===== config.mk =====
export PLATFORM = sky130hd
export DESIGN_NAME = cec_frame_rx
export DESIGN_NICKNAME = d
export VERILOG_FILES = /design/src/rtl/cec_rx_pkg.sv /design/src/rtl/cec_rx_line.sv /design/src/rtl/cec_rx_elapsed.sv /design/src/rtl/cec_rx_store.sv /design/src/rtl/cec_frame_rx.sv
export SDC_FILE = /design/constraint.sdc
export NUM_CORES = 1
export LEC_CHECK = 0
export BUFFER_PORTS_ARGS = -buffer_cell sky130_fd_sc_hd__buf_2
export CORE_MARGIN = 3
export CORE_UTILIZATION = 35
export DETAILED_ROUTE_END_ITERATION = 12
export PLACE_DENSITY = 0.63
export SYNTH_ARGS = -nofsm -noshare
export SYNTH_HDL_FRONTEND = slang
export SYNTH_SLANG_ARGS = --single-unit

===== constraint.sdc =====
create_clock -name clk -period 6.9 [get_ports clk]
set_clock_uncertainty 0.2 [all_clocks]
set_input_delay 1.035 -clock clk [delete_from_list [all_inputs] [get_ports clk]]
set_output_delay 1.035 -clock clk [all_outputs]
set_load 0.01 [all_outputs]

===== src/rtl/cec_rx_pkg.sv =====
package cec_rx_pkg;
  typedef enum logic [3:0] {
    ST_IDLE,
    ST_START_LOW,
    ST_START_HIGH,
    ST_SAMPLE,
    ST_POST,
    ST_BIT_HIGH,
    ST_ACK,
    ST_FINISH,
    ST_LOW_DRIVE
  } rx_state_t;
endpackage


===== src/rtl/cec_rx_line.sv =====
module cec_rx_line (
  input  logic clk,
  input  logic rst_n,
  input  logic line_in,
  output logic line_s,
  output logic fall
);
  logic line_d;

  always_ff @(posedge clk or negedge rst_n) begin
    if (!rst_n) begin
      line_s <= 1'b1;
      line_d <= 1'b1;
    end else begin
      line_s <= line_in;
      line_d <= line_s;
    end
  end

  assign fall = line_d & ~line_s;
endmodule


===== src/rtl/cec_rx_elapsed.sv =====
module cec_rx_elapsed #(
  parameter int CNT_W = 13
) (
  input  logic             clk,
  input  logic             rst_n,
  input  logic             tick,
  input  logic             clr,
  input  logic             load,
  input  logic [CNT_W-1:0] load_val,
  output logic [CNT_W-1:0] count
);
  logic [CNT_W-1:0] count_n;

  always_comb begin
    count_n = count;
    if (load)
      count_n = load_val;
    else if (clr)
      count_n = '0;
    else if (tick && (count != {CNT_W{1'b1}}))
      count_n = count + 1'b1;
  end

  always_ff @(posedge clk or negedge rst_n) begin
    if (!rst_n)
      count <= '0;
    else
      count <= count_n;
  end
endmodule


===== src/rtl/cec_rx_store.sv =====
module cec_rx_store #(
  parameter int MAX_BYTES = 16,
  parameter int IDX_W     = 5
) (
  input  logic                   clk,
  input  logic                   rst_n,
  input  logic                   clr,
  input  logic                   wr_en,
  input  logic [IDX_W-1:0]       wr_idx,
  input  logic [2:0]             wr_pos,
  input  logic                   wr_val,
  input  logic                   pre_en,
  input  logic [7:0]             pre_byte,
  input  logic [3:0]             pre_cnt,
  output logic [MAX_BYTES*8-1:0] data
);
  logic [7:0] pre_mask;
  assign pre_mask = ~(8'hFF >> pre_cnt);

  for (genvar k = 0; k < MAX_BYTES; k++) begin : g_byte
    logic [7:0] byte_q;
    logic [7:0] pre_val;
    assign pre_val = (k == 0) ? (pre_byte & pre_mask) : 8'h00;

    always_ff @(posedge clk or negedge rst_n) begin
      if (!rst_n)
        byte_q <= 8'h00;
      else if (clr)
        byte_q <= 8'h00;
      else if (pre_en)
        byte_q <= pre_val;
      else if (wr_en && (wr_idx == IDX_W'(k)))
        byte_q[wr_pos] <= wr_val;
    end

    assign data[k*8 +: 8] = byte_q;
  end
endmodule


===== src/rtl/cec_frame_rx.sv =====
module cec_frame_rx
  import cec_rx_pkg::*;
#(
  parameter int MAX_BYTES       = 16,
  parameter int T_START_LOW_MIN = 3500,
  parameter int T_START_MAX     = 4700,
  parameter int T_SAMPLE        = 850,
  parameter int T_RISE          = 1750,
  parameter int T_BIT_MIN       = 2050,
  parameter int T_BIT_MAX       = 2750,
  parameter int T_ACK_LOW       = 1500,
  parameter int T_LOW_DRIVE     = 3600,
  localparam int LEN_W          = $clog2(MAX_BYTES + 1)
) (
  input  logic                   clk,
  input  logic                   rst_n,
  input  logic                   tick_us,
  input  logic                   line_in,
  input  logic [15:0]            own_mask,
  input  logic                   resume_go,
  input  logic [3:0]             resume_cnt,
  input  logic [7:0]             resume_byte,
  output logic                   line_pull_low,
  output logic                   frame_valid,
  output logic [LEN_W-1:0]       frame_len,
  output logic [MAX_BYTES*8-1:0] frame_data
);
  localparam int T_TOP_A = (T_START_MAX > T_BIT_MAX) ? T_START_MAX : T_BIT_MAX;
  localparam int T_TOP   = (T_TOP_A > T_LOW_DRIVE) ? T_TOP_A : T_LOW_DRIVE;
  localparam int CNT_W   = $clog2(T_TOP + 2);

  localparam logic [CNT_W-1:0] LIM_START_LOW = CNT_W'(T_START_LOW_MIN);
  localparam logic [CNT_W-1:0] LIM_START_MAX = CNT_W'(T_START_MAX);
  localparam logic [CNT_W-1:0] LIM_SAMPLE    = CNT_W'(T_SAMPLE);
  localparam logic [CNT_W-1:0] LIM_RISE      = CNT_W'(T_RISE);
  localparam logic [CNT_W-1:0] LIM_BIT_MIN   = CNT_W'(T_BIT_MIN);
  localparam logic [CNT_W-1:0] LIM_BIT_MAX   = CNT_W'(T_BIT_MAX);
  localparam logic [CNT_W-1:0] LIM_ACK_LOW   = CNT_W'(T_ACK_LOW);
  localparam logic [CNT_W-1:0] LIM_LOW_DRIVE = CNT_W'(T_LOW_DRIVE);
  localparam logic [LEN_W-1:0] BYTE_CAP      = LEN_W'(MAX_BYTES);

  rx_state_t        st_q, st_n;
  logic             line_s, fall;
  logic [CNT_W-1:0] elapsed;
  logic [3:0]       slot_q;
  logic [LEN_W-1:0] idx_q, len_q, len_n;
  logic             eom_q, ack_me_q, valid_q;
  logic             cnt_clr, to_idle, smp, ack_end, enter_ack, deliver;
  logic             ack_hit, wr_en;
  logic [3:0]       dest;

  cec_rx_line u_line (
    .clk    (clk),
    .rst_n  (rst_n),
    .line_in(line_in),
    .line_s (line_s),
    .fall   (fall)
  );

  cec_rx_elapsed #(.CNT_W(CNT_W)) u_elapsed (
    .clk     (clk),
    .rst_n   (rst_n),
    .tick    (tick_us),
    .clr     (cnt_clr),
    .load    (resume_go),
    .load_val(LIM_SAMPLE),
    .count   (elapsed)
  );

  assign wr_en = smp && (slot_q < 4'd8) && (idx_q < BYTE_CAP);

  cec_rx_store #(.MAX_BYTES(MAX_BYTES), .IDX_W(LEN_W)) u_store (
    .clk     (clk),
    .rst_n   (rst_n),
    .clr     (to_idle),
    .wr_en   (wr_en),
    .wr_idx  (idx_q),
    .wr_pos  (3'd7 - slot_q[2:0]),
    .wr_val  (line_s),
    .pre_en  (resume_go),
    .pre_byte(resume_byte),
    .pre_cnt (resume_cnt),
    .data    (frame_data)
  );

  assign dest    = frame_data[3:0];
  assign ack_hit = own_mask[dest] && (dest != 4'hF);
  assign len_n   = (idx_q >= BYTE_CAP) ? BYTE_CAP : idx_q + LEN_W'(1);

  // Next-state and strobes
  always_comb begin
    st_n      = st_q;
    cnt_clr   = 1'b0;
    to_idle   = 1'b0;
    smp       = 1'b0;
    ack_end   = 1'b0;
    enter_ack = 1'b0;
    deliver   = 1'b0;
    if (resume_go) begin
      st_n = ST_POST;
    end else begin
      unique case (st_q)
        ST_IDLE: begin
          if (fall) begin
            st_n    = ST_START_LOW;
            cnt_clr = 1'b1;
          end
        end
        ST_START_LOW: begin
          if (line_s) begin
            if (elapsed < LIM_START_LOW) to_idle = 1'b1;
            else                         st_n    = ST_START_HIGH;
          end
        end
        ST_START_HIGH: begin
          if (line_s) begin
            if (elapsed > LIM_START_MAX) to_idle = 1'b1;
          end else begin
            st_n    = ST_SAMPLE;
            cnt_clr = 1'b1;
          end
        end
        ST_SAMPLE: begin
          if (elapsed >= LIM_SAMPLE) begin
            smp  = 1'b1;
            st_n = ST_POST;
          end
        end
        ST_POST: begin
          if (elapsed >= LIM_RISE) st_n = ST_BIT_HIGH;
        end
        ST_BIT_HIGH: begin
          if (line_s) begin
            if (elapsed > LIM_BIT_MAX) to_idle = 1'b1;
          end else if (elapsed < LIM_BIT_MIN) begin
            st_n    = ST_LOW_DRIVE;
            cnt_clr = 1'b1;
          end else begin
            cnt_clr = 1'b1;
            if (slot_q == 4'd9) begin
              st_n      = ST_ACK;
              enter_ack = 1'b1;
            end else begin
              st_n = ST_SAMPLE;
            end
          end
        end
        ST_ACK: begin
          if (elapsed >= LIM_RISE) begin
            if (line_s && eom_q) begin
              deliver = 1'b1;
              st_n    = ST_FINISH;
            end else begin
              ack_end = 1'b1;
              st_n    = ST_BIT_HIGH;
            end
          end
        end
        ST_FINISH: begin
          if (elapsed >= LIM_BIT_MIN) to_idle = 1'b1;
        end
        ST_LOW_DRIVE: begin
          if (elapsed >= LIM_LOW_DRIVE) to_idle = 1'b1;
        end
        default: to_idle = 1'b1;
      endcase
      if (to_idle) st_n = ST_IDLE;
    end
  end

  // Registers
  always_ff @(posedge clk or negedge rst_n) begin
    if (!rst_n) begin
      st_q     <= ST_IDLE;
      slot_q   <= 4'd0;
      idx_q    <= '0;
      len_q    <= '0;
      eom_q    <= 1'b0;
      ack_me_q <= 1'b0;
      valid_q  <= 1'b0;
    end else begin
      st_q    <= st_n;
      valid_q <= deliver;
      if (resume_go) begin
        slot_q   <= resume_cnt;
        idx_q    <= '0;
        len_q    <= '0;
        eom_q    <= 1'b0;
        ack_me_q <= 1'b0;
      end else if (to_idle) begin
        slot_q   <= 4'd0;
        idx_q    <= '0;
        len_q    <= '0;
        eom_q    <= 1'b0;
        ack_me_q <= 1'b0;
      end else begin
        if (smp) begin
          if (slot_q == 4'd8) begin
            eom_q <= line_s;
            len_q <= len_n;
          end
          slot_q <= slot_q + 4'd1;
        end
        if (enter_ack) ack_me_q <= ack_hit;
        if (ack_end) begin
          slot_q <= 4'd0;
          if (idx_q < BYTE_CAP) idx_q <= idx_q + LEN_W'(1);
        end
      end
    end
  end

  assign line_pull_low = ((st_q == ST_ACK) && ack_me_q && (elapsed < LIM_ACK_LOW))
                       || (st_q == ST_LOW_DRIVE);
  assign frame_valid   = valid_q;
  assign frame_len     = len_q;
endmodule


==> results.yml, run 1 <==
status:
  status: "finished, final reports clean"
sta:
  finalWorstPathRequiredPeriod_ns: 3.578
  timing.slew.headroom: 0.2158
  timing.final.crit_share: 0.5186
  tns_ns: 0
  worstMarginPinSlew_ns: 1.172
  hold_viol_final: 0
  final.hold.worst_slack_ns: 0.2514
  rsz0062_at_grt: "no"
  finalSetupViolCount: 0
  fin_max_slew_vios: 0
  timing.fmax_mhz: 279.5
power:
  power_leakage_nw: 4.466
  max-vdd-ir-drop_mv: 0.1585
  totalPowerFinal_mw: 2.720
  pd_cells_nw_per_um2: 271.5
final_layout:
  final_common_cell: "sky130_fd_sc_hd__buf_2"
  final_nets: 1047
  finalNonFillerCells: 1337
  layout.cells.most_common_list: "sky130_fd_sc_hd__buf_2, sky130_fd_sc_hd__dfrtp_1, sky130_fd_sc_hd__nand2_1, sky130_fd_sc_hd__o21ai_0, sky130_fd_sc_hd__nor3_1"
  area.growth.synth_to_final_pct: 17.47
  antenna-diode-count: 0
  drive_gt1_frac: 0.2240
  layout.filler_cells: 2385
worst_setup_path:
  setup.worst_path.start_class: "flip-flop"
  critical_path_endpoint_category: "flip-flop"
  critPathMaxFanout: 67
  reg2reg_depth: 7
  critical_path.reg2reg.endpoint: "u_store.g_byte[11].byte_q[2]"
  r2r_setup_slack_ns: 3.32
  required_ns: 7.06
  critPathKind: "reg -> reg"
  cp_data_arrival_time_ns: 3.74
  regToRegStartpoint: "u_elapsed.count[5]"
synth:
  yosys_warnings: 0
  ys_seq_elements: 164
  count_of_flip_flops_with_a_built_in_enable_after_synthesis: 0
  postSynthNetCount: 943
  synth-adder-area-share: 0.01320
  netlist_area_um2: 8531
  synth-xor-area-share: 0.01643
  yosysSeqAreaShare: 0.4814
  synth_compound_gate_area_share: 0.2231
  netlist-cell-type-count: 66
  netlist_instances: 901
  post_synth_and_or_nand_nor_area_fraction: 0.1970
  yosys-mux-area-fraction: 0.01628
  synth_top_family_by_area: "compound AO/OA/AOI/OAI gates"
  synthesis.area_per_instance_um2: 9.468
  ys_async_sr_fraction: 1.000
  synthFlopType: "sky130_fd_sc_hd__dfrtp_1"
place:
  placedCellCount: 1305
  dpl.hpwl_um: 18640
  port_buffers: 166
  gp_routability_congestion: 0.8410
clocking:
  clk_pin_slew_worst_setup_hold_paths_ns: 0.07
  tritoncts_clock_tree: "yes"
  clk_latency_ns: 0.43
  cts_buffers: 17
  ctsHtreeMaxLevel: 4
  clock_tree.root_cell: "sky130_fd_sc_hd__clkbuf_16"
  hold_bufs_inserted_after_cts: 0
  clock_tree.buffer_depth: 2
  number_of_sinks_driven_by_the_clock_tree: 164
  post-cts-setup-buffers: 0
  cts.repair.resized: 0
route:
  wl_per_cell_um: 21.33
  route.vias.total: 7940
  totalWireLength_um: 28510
  drt-pass1-iter-count: 5
  number_of_remaining_drc_errors: 0
  dr.first_iter.drc_count: 803
  antenna_left: 0
  vias_per_cell: 5.939
global_routing:
  groute.usage.overall: 0.2142
  grt_pass1_vias: 7678
  grt_start_max_net_pins: 107
  grt_antenna_before_repair: 0
  wire_length_of_the_first_global_routing_pass_um: 44480
  globalRouteOverflowTotal: 0
hold_path:
  worst_hold_path.num_cells: 0
  timing.hold.worst_endpoint: "u_line.line_d"
  hp-class: "reg -> reg"
  timing.hold.worst.start: "u_line.line_s"
floorplan:
  rows: 56
  initial_core_util: 0.3602
  die_area_um2: 26280
  chipHeight_um: 162.1
  boundaryPins: 168
  chipWidth_um: 162.1
  placeableCoreArea_um2: 23680
job:
  number_of_violations_of_the_max_capacitance_limit: 0
## worst max-delay path by stage
stage	slack (ns)	from	end
2_1_floorplan	3.91	resume_go	u_store.g_byte[4].byte_q[1]
3_3_place_gp	3.37	resume_go	u_store.g_byte[6].byte_q[4]
3_5_place_dp	3.33	resume_go	u_store.g_byte[14].byte_q[6]
4_1_cts	3.42	u_elapsed.count[5]	u_store.g_byte[11].byte_q[2]
5_1_grt	3.13	u_elapsed.count[5]	u_store.g_byte[7].byte_q[7]
6_report	3.32	u_elapsed.count[5]	u_store.g_byte[11].byte_q[2]
## layout make-up
class | count | area (µm²) | area share
inverters | 11 | 41.29 | 0.004120
well taps | 319 | 399.1 | 0.03983
repair buffers | 173 | 889.6 | 0.08877
multi-input cells | 638 | 3988 | 0.3979
flip-flops and latches | 164 | 4106 | 0.4098
clock inverters | 15 | 171.4 | 0.01711
clock buffers | 17 | 425.4 | 0.04245
## synthesized netlist by cell type (3+ instances only)
master                       n  area share
sky130_fd_sc_hd__a211oi_1    4      0.0035
sky130_fd_sc_hd__a21oi_1    25       0.015
sky130_fd_sc_hd__a31o_1     36       0.037
sky130_fd_sc_hd__a31oi_1     3      0.0022
sky130_fd_sc_hd__a32o_1     32       0.038
sky130_fd_sc_hd__and2_1      7      0.0051
sky130_fd_sc_hd__and3_1     24       0.018
sky130_fd_sc_hd__buf_1       6      0.0026
sky130_fd_sc_hd__buf_2      32       0.019
sky130_fd_sc_hd__buf_4       8      0.0070
sky130_fd_sc_hd__clkbuf_1   41       0.018
sky130_fd_sc_hd__dfrtp_1   162        0.48
sky130_fd_sc_hd__ha_1        9       0.013
sky130_fd_sc_hd__inv_1       9      0.0040
sky130_fd_sc_hd__mux2i_1     6      0.0070
sky130_fd_sc_hd__mux4_2      3      0.0079
sky130_fd_sc_hd__nand2_1    96       0.042
sky130_fd_sc_hd__nand2b_1   11      0.0081
sky130_fd_sc_hd__nand3_1    25       0.015
sky130_fd_sc_hd__nand4_1    13      0.0095
sky130_fd_sc_hd__nor2_1     57       0.025
sky130_fd_sc_hd__nor2b_1     5      0.0037
sky130_fd_sc_hd__nor3_1     64       0.038
sky130_fd_sc_hd__nor4_1      4      0.0029
sky130_fd_sc_hd__o211ai_1    7      0.0062
sky130_fd_sc_hd__o21a_1      4      0.0035
sky130_fd_sc_hd__o21ai_0    72       0.042
sky130_fd_sc_hd__o21bai_1    3      0.0026
sky130_fd_sc_hd__o22ai_1    55       0.040
sky130_fd_sc_hd__o32a_1      4      0.0047
sky130_fd_sc_hd__o41a_1      5      0.0066
sky130_fd_sc_hd__o41ai_1     4      0.0041
sky130_fd_sc_hd__or2_2       3      0.0022
sky130_fd_sc_hd__or3_1       9      0.0066
sky130_fd_sc_hd__xnor2_1    12       0.012
sky130_fd_sc_hd__xor2_1      4      0.0041
## power by group
group / internal [mW] / leakage (nW) / total (mW) / switching, mW
sequential: 1.03 / 2.23 / 1.14 / 0.114
clock: 0.545 / 0.290 / 0.990 / 0.444
combinational: 0.189 / 1.95 / 0.586 / 0.397
total: 1.77 / 4.47 / 2.72 / 0.955
## worst max-delay path: stages, from the launching register on
cell	delay [ns]
sky130_fd_sc_hd__dfrtp_1	0.50
sky130_fd_sc_hd__nor3_1	0.35
sky130_fd_sc_hd__nand4_1	0.18
sky130_fd_sc_hd__o22ai_1	0.46
sky130_fd_sc_hd__nand2_1	0.66
sky130_fd_sc_hd__nor2_4	0.25
sky130_fd_sc_hd__buf_4	0.58
sky130_fd_sc_hd__a32o_1	0.29
## layer usage
| layer | GRT usage | share of wire |
|---|---|---|
| met2 | 0.3275 | 0.46 |
| met3 | 0.05968 | 0.086 |
| met1 | 0.2988 | 0.43 |
| met4 | 0.06165 | 0.023 |
| met5 | 0 | 0 |
## registers in the layout, summed over array words and instances (netlist names)
signal,cells
idx_q,5
u_store.g_byte.byte_q,128
u_line.line_d,1
ack_me_q,1
u_line.line_s,1
frame_valid,1
u_elapsed.count,13
st_q,4
frame_len,5
slot_q,4
eom_q,1
## cell families after synthesis
family                     count (synthesis)
AOI/OAI and AO/OA                        269
buffers and inverters                     99
and+or+nand+nor                          334
adders and majority gates                  9
muxes                                     10
DFF                                      164
xor gates and xnor gates                  16
## stage by stage
step / worst slack, ns / util / instance area, µm²
floorplan: 3.909 / - / 8531
global placement: 3.366 / 0.3979 / 9424
detailed placement: 3.329 / 0.3979 / 9424
CTS: 3.420 / 0.4231 / 10020
global route: 3.128 / 0.4231 / 10020
finish: 3.322 / 0.4231 / 10020
Power figures use the tool's default switching activity.
==> run 2, diff against run 1 <==
--- a/config.mk
+++ b/config.mk
@@ -9,7 +9,7 @@
 export CORE_MARGIN = 3
 export CORE_UTILIZATION = 35
 export DETAILED_ROUTE_END_ITERATION = 12
-export PLACE_DENSITY = 0.63
+export PLACE_DENSITY = 0.65
 export SYNTH_ARGS = -nofsm -noshare
 export SYNTH_HDL_FRONTEND = slang
 export SYNTH_SLANG_ARGS = --single-unit
==> constraint.sdc (replaced) <==
create_clock -name clk -period 2.99 [get_ports clk]
set_clock_uncertainty 0.2 [all_clocks]
set_input_delay 0.4485 -clock clk [delete_from_list [all_inputs] [get_ports clk]]
set_output_delay 0.4485 -clock clk [all_outputs]
set_load 0.01 [all_outputs]
==> results.yml, run 2 (synthesis results as in run 1) <==
worst_setup_path:
  required_ns: 3.11
  timing.critical_path.from: "u_elapsed.count[11]"
  crit_end: "u_store.g_byte[0].byte_q[3]"
  cp_data_arrival_time_ns: 2.91
  regToRegStartpoint: "u_elapsed.count[11]"
  critical_path.reg2reg.endpoint: "u_store.g_byte[0].byte_q[3]"
  critPathMaxFanout: 34
  r2r_setup_slack_ns: 0.20
  critical_path_endpoint_category: "flip-flop"
  critPathKind: "reg -> reg"
  reg2reg_depth: 8
  setup.worst_path.start_class: "flip-flop"
final_layout:
  finalNonFillerCells: 1405
  area.growth.synth_to_final_pct: 24.39
  final_nets: 1114
  layout.filler_cells: 2375
  design_area_um2: 10610
  top_register: "u_store.g_byte.byte_q"
  layout.cells.most_common_list: "sky130_fd_sc_hd__buf_2, sky130_fd_sc_hd__dfrtp_1, sky130_fd_sc_hd__nand2_1, sky130_fd_sc_hd__o21ai_0, sky130_fd_sc_hd__nor3_1"
  largest_register_ffs: 128
  drive_gt1_frac: 0.2682
  fin_util: 0.4481
  final_common_cell: "sky130_fd_sc_hd__buf_2"
  largest_registers: "u_store.g_byte.byte_q x128, u_elapsed.count x13"
hold_path:
  timing.hold.worst.start: "tick_us"
  hp-class: "in -> reg"
clocking:
  clk_pin_slew_worst_setup_hold_paths_ns: 0.07
  ctsHtreeMaxLevel: 4
  number_of_sinks_driven_by_the_clock_tree: 164
  clock_tree.buffer_depth: 2
  clock_tree.root_cell: "sky130_fd_sc_hd__clkbuf_16"
  clk_latency_ns: 0.43
  cts_buffers: 17
  tritoncts_clock_tree: "yes"
place:
  gp_routability_congestion: 0.9037
  dpl.hpwl_um: 19970
  placedCellCount: 1370
  port_buffers: 166
  placed_instance_area_um2: 10020
route:
  vias_per_cell: 5.753
  antenna_left: 0
  dr.first_iter.drc_count: 649
  route.vias.total: 8083
  number_of_remaining_drc_errors: 0
  totalWireLength_um: 28550
  drt-pass1-iter-count: 5
  wl_per_cell_um: 20.32
floorplan:
  die_area_um2: 26280
  chipHeight_um: 162.1
  boundaryPins: 168
  chipWidth_um: 162.1
  rows: 56
  placeableCoreArea_um2: 23680
  initial_core_util: 0.3602
global_routing:
  wire_length_of_the_first_global_routing_pass_um: 44390
  grt_start_max_net_pins: 68
  grt_pass1_vias: 7810
  groute.usage.overall: 0.2140
  grt_antenna_before_repair: 1
  globalRouteOverflowTotal: 0
sta:
  tns_ns: 0
  timing.final.crit_share: 0.9342
  finalSetupViolCount: 0
  worstMarginPinSlew_ns: 0.7427
  timing.fmax_mhz: 358.0
  timing.slew.headroom: 0.5035
  fin_max_slew_vios: 0
  finalWorstPathRequiredPeriod_ns: 2.793
  hold_viol_final: 0
  rsz0062_at_grt: "no"
power:
  max-vdd-ir-drop_mv: 0.4481
  pd_cells_nw_per_um2: 593.0
  power_leakage_nw: 4.809
status:
  status: "finished, final reports clean"
job:
  number_of_violations_of_the_max_capacitance_limit: 0
## run 2: cell types whose count changed in the layout (fill, tap and decap cells not counted), sizes merged, moves of 2 or more
cell / previous run / this run
clkinvlp: 2 / 0
buf: 173 / 238
clkbuf: 17 / 19
clkinv: 6 / 8
dlygate4sd3: 0 / 2
## run 2: repair_timing
action | CTS | global route
endpoints found under the setup margin | 0 | 5
resized for setup | 0 | 2
endpoints found under the hold margin | 60 | 0
buffers inserted | 0 | 0
hold buffers | 2 | 0
## run 2: report_power, final
group	switching, mW	leakage, nW	internal (mW)	total, mW
clock network	0.966	0.280	1.17	2.13
registers	0.234	2.23	2.38	2.61
logic	0.966	2.30	0.580	1.55
total	2.17	4.81	4.13	6.29
## run 2: cell type report
| cell class | count | area [µm²] | area share |
|---|---|---|---|
| sequential | 164 | 4106 | 0.3870 |
| timing repair buffer | 240 | 1510 | 0.1423 |
| multi-input combinational | 638 | 3994 | 0.3764 |
| clock buffer | 19 | 432.9 | 0.04080 |
| antenna | 1 | 2.502 | 0.0002358 |
| tap | 319 | 399.1 | 0.03761 |
| clock inverter | 13 | 125.1 | 0.01179 |
| inverter | 11 | 41.29 | 0.003891 |
## run 2: how the worst min path moves through the flow
| stage | end | cells after the start |
|---|---|---|
| 4_1_cts | u_elapsed.count[12] | 3 |
| 3_3_place_gp | u_line.line_d | 0 |
| 6_report | u_elapsed.count[12] | 3 |
| 5_1_grt | u_elapsed.count[12] | 3 |
| 3_5_place_dp | u_line.line_d | 0 |
| 2_1_floorplan | ack_me_q | 0 |
## run 2: routing by layer
metal	share of wire	GRT usage	vias to the layer above
li1	-	-	3684
met1	0.44	0.3072	4013
met2	0.46	0.3250	343
met3	0.073	0.03800	43
met4	0.024	0.07832	0
met5	0	0	-
## run 2: critical path: stages (launching register included)
cell and delay, ns:
sky130_fd_sc_hd__dfrtp_1 0.56, sky130_fd_sc_hd__buf_4 0.20, sky130_fd_sc_hd__nor3_1 0.05, sky130_fd_sc_hd__nor4_1 0.24
sky130_fd_sc_hd__nand4b_2 0.26, sky130_fd_sc_hd__nand4b_2 0.27, sky130_fd_sc_hd__buf_4 0.39, sky130_fd_sc_hd__nand4_1 0.21
sky130_fd_sc_hd__o221a_2 0.31
## run 2: through the flow
| step | hold WS, ns | power, mW | worst slack, ns |
|---|---|---|---|
| global placement | 0.2344 | 4.157 | 0.2071 |
| detailed placement | 0.2325 | 4.171 | 0.2015 |
| floorplan | -0.04709 | 3.511 | 0.5159 |
| global route | 0.1050 | 6.570 | 0.02571 |
| CTS | 0.07156 | 6.293 | 0.1736 |
| finish | 0.08786 | 6.292 | 0.1968 |
